==> config.mk <==
export PLATFORM = sky130hd
export DESIGN_NAME = dbr_regwin
export DESIGN_NICKNAME = d
export VERILOG_FILES = /design/src/rtl/dbr_pkg.sv /design/src/rtl/dbr_decode.sv /design/src/rtl/dbr_bitbank.sv /design/src/rtl/dbr_regwin.sv
export SDC_FILE = /design/constraint.sdc
export NUM_CORES = 1
export LEC_CHECK = 0
export BUFFER_PORTS_ARGS = -buffer_cell sky130_fd_sc_hd__clkbuf_2
export CORE_MARGIN = 3
export CORE_UTILIZATION = 40
export DETAILED_ROUTE_END_ITERATION = 8
export GPL_ROUTABILITY_DRIVEN = 1
export PLACE_DENSITY = 0.7
export RECOVER_POWER = 50
export SLEW_MARGIN = 5
export SYNTH_ARGS = -nofsm -noshare
export SYNTH_HDL_FRONTEND = slang
export SYNTH_SLANG_ARGS = --single-unit
==> constraint.sdc <==
create_clock -name clk_i -period 2.06 [get_ports clk_i]
set_input_delay 0.309 -clock clk_i [delete_from_list [all_inputs] [get_ports clk_i]]
set_output_delay 0.309 -clock clk_i [all_outputs]
set_load 0.1 [all_outputs]
==> src/rtl/dbr_pkg.sv <==
package dbr_pkg;

    // Register offsets inside the window
    localparam int unsigned OFF_IRQ_STAT = 32'h208;
    localparam int unsigned OFF_IB_SET   = 32'h214;
    localparam int unsigned OFF_IB_CLR   = 32'h218;
    localparam int unsigned OFF_OB_SET   = 32'h224;
    localparam int unsigned OFF_OB_CLR   = 32'h228;
    localparam int unsigned OFF_MSK_SET  = 32'h22C;
    localparam int unsigned OFF_MSK_CLR  = 32'h230;
    localparam int unsigned OFF_MBX_LO   = 32'h510;
    localparam int unsigned OFF_MBX_HI   = 32'h514;
    localparam int unsigned OFF_CST      = 32'h518;

    localparam int DW       = 32;
    localparam int HALF_W   = DW / 2;
    localparam int BYTE_W   = 8;
    localparam int BIT_BASE = 24;     // lowest active bit of control words
    localparam int IB_N     = 5;      // inbound request bits
    localparam int OB_N     = 2;      // outbound flags and mask bits
    localparam int ERR_BIT  = 29;     // error pending position
    localparam int PAD_HI   = DW - BIT_BASE - OB_N;

    typedef enum logic [3:0] {
        SEL_NONE,
        SEL_IRQ_STAT,
        SEL_IB_SET,
        SEL_IB_CLR,
        SEL_OB_SET,
        SEL_OB_CLR,
        SEL_MSK_SET,
        SEL_MSK_CLR,
        SEL_MBX_LO,
        SEL_MBX_HI,
        SEL_CST
    } dbr_sel_e;

    typedef struct packed {
        logic [DW-1:0]     mbx_lo;
        logic [DW-1:0]     mbx_hi;
        logic [HALF_W-1:0] cst_id;
        logic [HALF_W-1:0] cst_code;
        logic              err_pend;
        logic [BYTE_W-1:0] err_p0;
        logic [BYTE_W-1:0] err_p1;
        logic [DW-1:0]     rdata;
    } dbr_state_t;

endpackage

==> src/rtl/dbr_decode.sv <==
module dbr_decode
    import dbr_pkg::*;
#(
    parameter int AW = 11
) (
    input  logic [AW-1:0] addr_i,
    output dbr_sel_e      sel_o
);

    always_comb begin
        case (addr_i)
            AW'(OFF_IRQ_STAT): sel_o = SEL_IRQ_STAT;
            AW'(OFF_IB_SET):   sel_o = SEL_IB_SET;
            AW'(OFF_IB_CLR):   sel_o = SEL_IB_CLR;
            AW'(OFF_OB_SET):   sel_o = SEL_OB_SET;
            AW'(OFF_OB_CLR):   sel_o = SEL_OB_CLR;
            AW'(OFF_MSK_SET):  sel_o = SEL_MSK_SET;
            AW'(OFF_MSK_CLR):  sel_o = SEL_MSK_CLR;
            AW'(OFF_MBX_LO):   sel_o = SEL_MBX_LO;
            AW'(OFF_MBX_HI):   sel_o = SEL_MBX_HI;
            AW'(OFF_CST):      sel_o = SEL_CST;
            default:           sel_o = SEL_NONE;
        endcase
    end

endmodule

==> src/rtl/dbr_bitbank.sv <==
// Set/clear bit register with two sources of each; any set beats any clear.
module dbr_bitbank #(
    parameter int           W   = 2,
    parameter logic [W-1:0] RST = '0
) (
    input  logic         clk_i,
    input  logic         rst_ni,
    input  logic [W-1:0] host_set_i,
    input  logic [W-1:0] host_clr_i,
    input  logic [W-1:0] dev_set_i,
    input  logic [W-1:0] dev_clr_i,
    output logic [W-1:0] q_o
);

    logic [W-1:0] bits_d, bits_q;

    always_comb begin
        bits_d = (bits_q & ~(host_clr_i | dev_clr_i)) | host_set_i | dev_set_i;
    end

    always_ff @(posedge clk_i) begin
        if (!rst_ni) bits_q <= RST;
        else         bits_q <= bits_d;
    end

    assign q_o = bits_q;

endmodule

==> src/rtl/dbr_regwin.sv <==
module dbr_regwin
    import dbr_pkg::*;
#(
    parameter int AW = 11
) (
    input  logic              clk_i,
    input  logic              rst_ni,
    input  logic              host_wr_i,
    input  logic              host_rd_i,
    input  logic [AW-1:0]     host_addr_i,
    input  logic [DW-1:0]     host_wdata_i,
    output logic [DW-1:0]     host_rdata_o,
    output logic              irq_o,
    output logic [IB_N-1:0]   ib_req_o,
    input  logic [IB_N-1:0]   ctl_ib_ack_i,
    output logic              init_busy_o,
    input  logic              ctl_init_done_i,
    input  logic [OB_N-1:0]   ctl_ob_set_i,
    input  logic              ctl_cst_post_i,
    input  logic [HALF_W-1:0] ctl_cst_id_i,
    input  logic [HALF_W-1:0] ctl_cst_code_i,
    input  logic              ctl_err_post_i,
    input  logic [BYTE_W-1:0] ctl_err_p0_i,
    input  logic [BYTE_W-1:0] ctl_err_p1_i,
    output logic [2*DW-1:0]   mbox_addr_o
);

    localparam logic [OB_N-1:0] MSK_RST  = '1;
    localparam logic [OB_N-1:0] DISMISS  = '1;

    dbr_sel_e   sel;
    dbr_state_t st_d, st_q;

    logic [IB_N-1:0] ib_q, ib_hset, ib_hclr;
    logic [OB_N-1:0] ob_q, ob_hset, ob_hclr, ob_dset;
    logic [OB_N-1:0] msk_q, msk_hset, msk_hclr;
    logic [0:0]      init_q, init_clr;
    logic [OB_N-1:0] pend;
    logic            err_pend_q;
    logic [IB_N-1:0] wr_ib_bits;
    logic [OB_N-1:0] wr_ob_bits;

    dbr_decode #(.AW(AW)) u_dec (
        .addr_i (host_addr_i),
        .sel_o  (sel)
    );

    // Write strobes for the bit banks
    always_comb begin
        wr_ib_bits = host_wdata_i[BIT_BASE +: IB_N];
        wr_ob_bits = host_wdata_i[BIT_BASE +: OB_N];
        ib_hset  = (host_wr_i && sel == SEL_IB_SET)  ? wr_ib_bits : '0;
        ib_hclr  = (host_wr_i && sel == SEL_IB_CLR)  ? wr_ib_bits : '0;
        ob_hset  = (host_wr_i && sel == SEL_OB_SET)  ? wr_ob_bits : '0;
        ob_hclr  = (host_wr_i && sel == SEL_OB_CLR)  ? wr_ob_bits : '0;
        msk_hset = (host_wr_i && sel == SEL_MSK_SET) ? wr_ob_bits : '0;
        msk_hclr = (host_wr_i && sel == SEL_MSK_CLR) ? wr_ob_bits : '0;
        ob_dset  = ctl_ob_set_i | {{(OB_N-1){1'b0}}, ctl_cst_post_i};
        init_clr = ctl_init_done_i;
    end

    dbr_bitbank #(.W(IB_N), .RST('0)) u_ib (
        .clk_i      (clk_i),
        .rst_ni     (rst_ni),
        .host_set_i (ib_hset),
        .host_clr_i (ib_hclr),
        .dev_set_i  ('0),
        .dev_clr_i  (ctl_ib_ack_i),
        .q_o        (ib_q)
    );

    dbr_bitbank #(.W(OB_N), .RST('0)) u_ob (
        .clk_i      (clk_i),
        .rst_ni     (rst_ni),
        .host_set_i (ob_hset),
        .host_clr_i (ob_hclr),
        .dev_set_i  (ob_dset),
        .dev_clr_i  ('0),
        .q_o        (ob_q)
    );

    dbr_bitbank #(.W(OB_N), .RST(MSK_RST)) u_msk (
        .clk_i      (clk_i),
        .rst_ni     (rst_ni),
        .host_set_i (msk_hset),
        .host_clr_i (msk_hclr),
        .dev_set_i  ('0),
        .dev_clr_i  ('0),
        .q_o        (msk_q)
    );

    dbr_bitbank #(.W(1), .RST(1'b1)) u_init (
        .clk_i      (clk_i),
        .rst_ni     (rst_ni),
        .host_set_i (1'b0),
        .host_clr_i (1'b0),
        .dev_set_i  (1'b0),
        .dev_clr_i  (init_clr),
        .q_o        (init_q)
    );

    assign pend = ob_q & ~msk_q;

    // Next-state for the data registers and the read port
    always_comb begin
        st_d       = st_q;
        st_d.rdata = '0;

        if (host_wr_i && sel == SEL_MBX_LO) st_d.mbx_lo = host_wdata_i;
        if (host_wr_i && sel == SEL_MBX_HI) st_d.mbx_hi = host_wdata_i;

        if (ctl_cst_post_i) begin
            st_d.cst_id   = ctl_cst_id_i;
            st_d.cst_code = ctl_cst_code_i;
        end

        if (ctl_err_post_i) begin
            st_d.err_pend = 1'b1;
            st_d.err_p0   = ctl_err_p0_i;
            st_d.err_p1   = ctl_err_p1_i;
        end else if (host_wr_i && sel == SEL_OB_CLR && wr_ob_bits == DISMISS) begin
            st_d.err_pend = 1'b0;
        end

        if (host_rd_i) begin
            case (sel)
                SEL_IRQ_STAT: st_d.rdata = {{PAD_HI{1'b0}}, pend, {BIT_BASE{1'b0}}};
                SEL_IB_SET:   st_d.rdata = {{PAD_HI{1'b0}}, init_q, ib_q[0],
                                            {BIT_BASE{1'b0}}};
                SEL_OB_SET: begin
                    st_d.rdata                      = '0;
                    st_d.rdata[BIT_BASE +: OB_N]    = ob_q;
                    st_d.rdata[ERR_BIT]             = st_q.err_pend;
                end
                SEL_MSK_SET:  st_d.rdata = {{PAD_HI{1'b0}}, msk_q, {BIT_BASE{1'b0}}};
                SEL_MBX_LO:   st_d.rdata = {{HALF_W{1'b0}}, st_q.err_p1, st_q.err_p0};
                SEL_MBX_HI:   st_d.rdata = st_q.mbx_hi;
                SEL_CST:      st_d.rdata = {st_q.cst_code, st_q.cst_id};
                default:      st_d.rdata = '0;
            endcase
        end
    end

    always_ff @(posedge clk_i) begin
        if (!rst_ni) st_q <= '0;
        else         st_q <= st_d;
    end

    assign err_pend_q   = st_q.err_pend;
    assign host_rdata_o = st_q.rdata;
    assign irq_o        = |pend;
    assign ib_req_o     = ib_q;
    assign init_busy_o  = init_q[0];
    assign mbox_addr_o  = {st_q.mbx_hi, st_q.mbx_lo};

endmodule

==> flow_metrics.env, run 1 <==
export IMPL_postRouteAntennaNets=0
export IMPL_critPathLaunchType="input pin"
export IMPL_maxSlewViolCount=0
export IMPL_post_route_util=0.4908
export IMPL_synth_seq_cells=155
export IMPL_nets=982
export IMPL_overflow=0
export IMPL_synth_async_reset_ratio=0
export IMPL_viasPerCell=4.989
export IMPL_cts_sinks=155
export IMPL_synth_edf_count=0
export IMPL_wirelength_microns=18380
export IMPL_area_growth_pct=18.66
export IMPL_rsz0062_at_grt="false"
export IMPL_synth_distinct_cells=45
export IMPL_cts_inserted_buffers=17
export IMPL_num_vias=5518
export IMPL_slew_headroom=0.02871
export IMPL_timing_final_crit_share=0.9224
export IMPL_power_density_nw_per_um2=856.0
export IMPL_vdd_drop_max_uv=520.1
export IMPL_status="finished clean"
export IMPL_tightestPinTransition_ns=1.457
export IMPL_die_h_microns=135.1
export IMPL_min_path_type="in -> reg"
export IMPL_ctsHtreeMaxLevel=4
export IMPL_yosysWarnings=0
export IMPL_antennaDiodeCount=0
export IMPL_crit_path_max_fanout=11
export IMPL_worst_ep_arrival_time_ns=2.25
export IMPL_end_kind="flip-flop"
export IMPL_cts_resized=0
export IMPL_setup_viol=0
export IMPL_drt_iter0_drc=460
export IMPL_core_sq_um=16120
export IMPL_drive_gt1_frac=0.3213
export IMPL_synth_fa_ha_area_frac=0
export IMPL_synth_nets=872
export IMPL_io_pins=208
export IMPL_hold_buffers=0
export IMPL_synthXorXnorAreaFrac=0.001314
export IMPL_yosys_area_share_simple=0.1796
export IMPL_clock_root_buffer="clkbuf_16"
export IMPL_grt_pass1_wl_microns=28370
export IMPL_syn_area_per_cell_sq_um=8.692
export IMPL_maxCapViolCount=0
export IMPL_muxShareOfSynthArea=0.09910
export IMPL_worstSetupPathType="in -> reg"
export IMPL_finalHoldViolCount=0
export IMPL_firstDrtPassIters=5
export IMPL_clkLatencyLatePin_ns=0.42
export IMPL_route_detailed_drc=0
export IMPL_fp_dieArea_sq_um=18250
export IMPL_power_leakage_nw=3.395
export IMPL_initial_core_util=0.4137
export IMPL_grt_antenna_before_repair=0
export IMPL_ys_seq_area_frac=0.4655
export IMPL_synthFlopType="dfxtp_1"
export IMPL_gp_congestion=0.9158
export IMPL_max_freq_ghz=0.5263
export IMPL_syn_area_sq_um=6666
export IMPL_track_usage=0.1995
export IMPL_period_needed_ns=1.900
export IMPL_synth_top_family_by_area="simple AND/OR/NAND/NOR gates"
export IMPL_crit_required_ns=2.41
export IMPL_die_w_microns=135.1
export IMPL_row_count=46
export IMPL_tns_ns=0
export IMPL_cts_tree="built"
export IMPL_grt_pass1_vias=5303
export IMPL_dpl_hpwl_microns=12850
export IMPL_clockBufferDepth=2
export IMPL_synth_compound_area_frac=0.1104
export IMPL_port_buffers=207
export IMPL_cts_reportedPaths_clkPinSlew_ns=0.07
export IMPL_grt_start_max_net_pins=54
export IMPL_cts_setup_buffers=0
export IMPL_syn_inst=767
export IMPL_skew_ns=0.007985
export IMPL_pre_cts_ws_ns=0.1079
export IMPL_drt_wirelength_per_cell_microns=16.62
export IMPL_timing_final_ws_setup_ns=0.1599
## cells in the final DEF, fill, tap and decap left out, types with 6 or more instances in the layout
| cell | n |
|---|---|
| nor2_1 | 91 |
| buf_12 | 6 |
| mux2_2 | 16 |
| mux2i_1 | 48 |
| a21oi_1 | 66 |
| o21ai_0 | 7 |
| nand2_1 | 149 |
| clkbuf_2 | 208 |
| buf_4 | 17 |
| a22oi_1 | 32 |
| nor3_1 | 6 |
| clkbuf_16 | 17 |
| nand3_1 | 6 |
| dfxtp_1 | 155 |
## where the power goes
group,total (W),switching [W],internal [W]
combinational,0.000434,0.000243,0.000192
clock,0.00324,0.00124,0.00201
sequential,0.00309,0.0000338,0.00306
total,0.00677,0.00151,0.00526
## kinds of logic (layout without fill, tap and decap cells)
kind of cell,after synthesis,after routing
AO/OA/AOI/OAI,122,122
XOR/XNOR,1,1
buffers and inverters,148,271
flip-flops,155,155
multiplexers,64,64
AND/OR/NAND/NOR,277,277
## metrics by stage
step | cells | area, sq um | hold WS, ns | total power [W]
2_1_floorplan | 767 | 6673 | 0.4094 | 0.003380
3_3_place_gp | 1074 | 7377 | 0.4380 | 0.003584
3_5_place_dp | 1074 | 7377 | 0.4447 | 0.003590
4_1_cts | 1106 | 7989 | 0.05135 | 0.006829
5_1_grt | 1106 | 7910 | 0.06641 | 0.006986
6_report | 1106 | 7910 | 0.07063 | 0.006771
## cell type report
type	instances	area, sq um
Multi-Input combinational cell	464	2604
Tap cell	216	270.3
Fill cell	1551	8205
Inverter	5	21.27
Sequential cell	155	3103
Timing Repair Buffer	234	1300
Clock buffer	22	474.2
Clock inverter	10	137.6
## metal layers
metal / vias to the layer above / track usage / wire (microns)
li1: 2688 / - / -
met1: 2606 / 0.2547 / 8028
met2: 201 / 0.3244 / 8811
met3: 23 / 0.05514 / 1204
met4: 0 / 0.07111 / 337
met5: - / 0 / 0
## worst max-delay path, stage by stage
cell	delay, ns
clkbuf_1	0.19
or4b_1	0.65
nor3_1	0.29
buf_4	0.26
clkbuf_2	0.30
a22oi_1	0.14
nor2_1	0.10
## synth_stat cells (2+ instances only)
cell / instances / area [sq um]
buf_6: 3 / 33.78
and3b_1: 2 / 17.52
or3_1: 2 / 12.51
buf_4: 97 / 728.2
o22ai_1: 2 / 12.51
dfxtp_1: 155 / 3103
nor4_2: 2 / 25.02
o21ai_0: 7 / 35.03
inv_1: 4 / 15.01
nor3_2: 2 / 20.02
clkbuf_1: 21 / 78.83
nand4_1: 2 / 12.51
nor3_1: 4 / 20.02
mux2_2: 16 / 180.2
a22o_1: 5 / 43.79
a21oi_1: 66 / 330.3
or4b_1: 2 / 20.02
a31oi_1: 3 / 18.77
nand3_1: 6 / 30.03
nor2_1: 91 / 341.6
or3b_2: 3 / 26.28
buf_1: 7 / 26.28
buf_2: 15 / 75.07
nor2b_1: 2 / 12.51
nand2_1: 149 / 559.3
o211ai_1: 2 / 15.01
mux2i_1: 48 / 480.5
a22oi_1: 32 / 240.2
## sequential cells by signal (all words and copies together), names as in the netlist
| name | count |
|---|---|
| host_rdata_o | 32 |
| u_msk.q_o | 2 |
| u_ib.q_o | 5 |
| u_init.q_o | 1 |
| u_ob.q_o | 2 |
| st_q | 48 |
| err_pend_q | 1 |
| mbox_addr_o | 64 |
## path summary, 6_finish.rpt
check	start	to	slack, ns	depth (start not counted)
min	ctl_init_done_i	u_init.q_o	0.07	2
max reg2reg	u_init.q_o	host_rdata_o[25]	1.05	4
min reg2reg	mbox_addr_o[30]	mbox_addr_o[30]	0.45	2
max	host_addr_i[3]	host_rdata_o[8]	0.16	7
(Power assumes the default switching activity.)
==> run 2: changes to the inputs <==
--- a/config.mk
+++ b/config.mk
@@ -10,9 +10,11 @@
 export CORE_UTILIZATION = 40
 export DETAILED_ROUTE_END_ITERATION = 8
 export GPL_ROUTABILITY_DRIVEN = 1
-export PLACE_DENSITY = 0.7
+export GPL_TIMING_DRIVEN = 0
+export PLACE_DENSITY = 0.69
 export RECOVER_POWER = 50
 export SLEW_MARGIN = 5
 export SYNTH_ARGS = -nofsm -noshare
 export SYNTH_HDL_FRONTEND = slang
+export SYNTH_HIERARCHICAL = 1
 export SYNTH_SLANG_ARGS = --single-unit
==> flow_metrics.env, run 2 <==
export IMPL_status="finished clean"
export IMPL_power_frac_comb=0.077
export IMPL_clockBufferDepth=2
export IMPL_setup_viol=0
export IMPL_ys_top_cells_by_count="155 x dfxtp_1, 99 x buf_4, 71 x o21ai_0, 67 x nand3_1, 65 x mux2i_1"
export IMPL_route_detailed_drc=0
export IMPL_tightestPinTransition_ns=0.7852
export IMPL_worstPathCellList="clkbuf_2 -> nor4_4 -> nand3_2 -> buf_4 -> o22ai_4 -> buf_6 -> buf_4 -> mux2i_1 -> o2bb2ai_1 -> and2_1"
export IMPL_layout_common_cells="214 x clkbuf_2, 155 x dfxtp_1, 79 x clkbuf_4"
export IMPL_final_common_cell="clkbuf_2"
export IMPL_cts_tree="built"
export IMPL_max_freq_ghz=0.5015
export IMPL_nets=1139
export IMPL_num_vias=6267
export IMPL_synthFlopType="dfxtp_1"
export IMPL_drt_iter0_drc=272
export IMPL_yosysWarnings=6
export IMPL_yosysTopAreaCell="dfxtp_1"
export IMPL_slew_headroom=0.4765
export IMPL_r2r_slack_ns=0.76
export IMPL_min_to="u_ib/q_o[1]"
export IMPL_hold_start="ctl_ib_ack_i[1]"
export IMPL_critPathLaunchType="input pin"
export IMPL_syn_area_per_cell_sq_um=9.293
export IMPL_swShare=0.2333
export IMPL_initial_core_util=0.4090
export IMPL_dr_wl_met3_microns=982
export IMPL_power_frac_seq=0.473
export IMPL_antennaDiodeCount=0
export IMPL_intPower_w=0.005036
export IMPL_grt_pass1_vias=6171
export IMPL_synth_edf_count=0
export IMPL_area_growth_pct=26.93
export IMPL_clkPwrFrac=0.450
export IMPL_power_density_nw_per_um2=699.6
export IMPL_skew_ns=0.004362
export IMPL_crit_required_ns=2.39
export IMPL_grt_antenna_before_repair=0
export IMPL_row_count=49
export IMPL_crit_path_max_fanout=10
export IMPL_clock_root_buffer="clkbuf_16"
export IMPL_wirelength_microns=20800
export IMPL_largest_register_ffs=64
export IMPL_reg2reg_depth=3
export IMPL_finalHoldViolCount=0
export IMPL_wl_met2_microns=9422
export IMPL_dpl_hpwl_microns=16150
export IMPL_postRouteAntennaNets=0
export IMPL_cp_slowest_stage_delay_ns=0.37
export IMPL_die_h_microns=142.0
export IMPL_period_needed_ns=1.994
export IMPL_cts_inserted_buffers=17
export IMPL_maxCapViolCount=0
export IMPL_timing_final_crit_share=0.9679
export IMPL_holdPathStages=2
export IMPL_die_w_microns=142.0
export IMPL_core_sq_um=18090
export IMPL_worst_ep_arrival_time_ns=2.32
export IMPL_rsz0062_at_grt="true"
export IMPL_viasPerCell=4.919
export IMPL_maxSlewViolCount=0
export IMPL_worstSetupPathType="in -> reg"
export IMPL_min_path_type="in -> reg"
export IMPL_drive_gt1_frac=0.3809
export IMPL_r2r_end="host_rdata_o[25]"
export IMPL_clkLatencyLatePin_ns=0.43
export IMPL_gp_congestion=0.8840
export IMPL_switching_power_w=0.001532
export IMPL_grt_pass1_wl_microns=32970
export IMPL_grt_start_max_net_pins=20
export IMPL_syn_area_sq_um=7397
export IMPL_ys_seq_area_frac=0.4195
export IMPL_place_area_sq_um=8773
export IMPL_io_pins=208
export IMPL_port_buffers=205
export IMPL_ctsHtreeMaxLevel=4
export IMPL_crit_top_cell="buf_4"
export IMPL_overflow=0
export IMPL_post_route_util=0.5191
export IMPL_vdd_drop_max_uv=574.0
export IMPL_synth_async_reset_ratio=0
export IMPL_end_kind="flip-flop"
export IMPL_wl_met1_microns=9971
export IMPL_cts_sinks=155
export IMPL_fin_area_sq_um=9389
export IMPL_track_usage=0.2089
export IMPL_drt_wirelength_per_cell_microns=16.33
export IMPL_cts_reportedPaths_clkPinSlew_ns=0.06
export IMPL_synth_distinct_cells=54
export IMPL_highest_signal_layer="met4"
export IMPL_yosysMostFrequentCell="dfxtp_1"
export IMPL_fp_dieArea_sq_um=20160
export IMPL_power_leakage_nw=4.077
export IMPL_firstDrtPassIters=7
export IMPL_r2r_start="u_ob/q_o[1]"
export IMPL_synthTopCellsByArea="dfxtp_1 42%, buf_4 10%, mux2i_1 8.8%"
export IMPL_syn_inst=796
export IMPL_crit_slowest_cell="nor4_4"
export IMPL_synth_seq_cells=155
export IMPL_synth_top_cell_area_share=0.4195
==> run 2: cell types whose count changed after synthesis, moves of 15 or more <==
cell	previous run	this run
nor2_1	91	28
mux2_2	16	1
mux2i_1	48	65
a22oi_1	32	15
a21oi_1	66	2
nand2_1	149	16
a21boi_0	0	62
o2bb2ai_1	1	16
nor2b_1	2	51
o21ai_0	7	71
and2_1	0	26
nand3_1	6	67
==> run 2: through the flow <==
stage | TNS, ns | std cells | setup slack (ns) | total power (W) | hold slack [ns]
4_1_cts | 0 | 1273 | 0.04491 | 0.006618 | 0.05496
6_report | 0 | 1274 | 0.06610 | 0.006569 | 0.06950
3_3_place_gp | -45.00 | 1243 | -0.6723 | 0.003667 | 0.4504
2_1_floorplan | 0 | 809 | 0.03331 | 0.003462 | 0.3808
5_1_grt | -0.005277 | 1274 | -0.003727 | 0.006817 | 0.05996
3_5_place_dp | -48.18 | 1243 | -0.6590 | 0.003674 | 0.4623
==> run 2: cell families after synthesis <==
kind of cell | share of synthesized area
flip-flops | 0.4195
buffers and inverters | 0.1387
AO/OA/AOI/OAI | 0.1724
multiplexers | 0.08948
XOR/XNOR | 0.001184
AND/OR/NAND/NOR | 0.1783
other | 0.0005070
==> run 2: final cells by class <==
type,instances,area [sq um]
Buffer,155,1045
Clock buffer,20,436.7
Clock inverter,10,102.6
Fill cell,1712,8697
Inverter,3,11.26
Multi-Input combinational cell,494,3357
Sequential cell,155,3103
Tap cell,229,286.5
Timing Repair Buffer,208,1047
==> run 2: how the worst max path moves through the flow <==
stage / startpoint / end / slack [ns] / cells after the start
after detailed placement: host_addr_i[8] / u_ob/q_o[1] / -0.66 / 10
after floorplan: host_addr_i[1] / u_ib/q_o[0] / 0.03 / 9
final: host_addr_i[1] / host_rdata_o[14] / 0.07 / 10
after global placement: host_addr_i[1] / u_ob/q_o[1] / -0.67 / 10
after global routing: host_addr_i[1] / host_rdata_o[20] / -0.004 / 10
after CTS: host_addr_i[1] / mbox_addr_o[54] / 0.04 / 9
==> run 2: repair_timing <==
item | in CTS | in global routing
hold buffers | 0 | 0
endpoints found under the setup margin | 56 | 91
resized for setup | 1 | 38
pin swaps | 1 | 0
setup buffers | 1 | 2
==> run 2: routing by layer <==
metal / up-vias / GRT usage
li1: 3145 / -
met1: 2904 / 0.2898
met2: 187 / 0.3242
met3: 31 / 0.04267
met4: 0 / 0.07323
met5: - / 0
==> run 2: worst max-delay path: cells and delay by family <==
kind | cells | cell delay (ns)
compound gates | 2 | 0.28
simple gates | 3 | 0.67
mux | 1 | 0.35
buf+inv | 4 | 0.68
==> run 2: power groups by stage <==
| stage | sequential [W] | combinational [W] | clock, W |
|---|---|---|---|
| floorplan | 0.00322 | 0.000241 | 0 |
| global placement | 0.00317 | 0.000495 | 0 |
| detailed placement | 0.00317 | 0.000501 | 0 |
| CTS | 0.00311 | 0.000504 | 0.00301 |
| global route | 0.00312 | 0.000551 | 0.00315 |
| finish | 0.00311 | 0.000504 | 0.00296 |
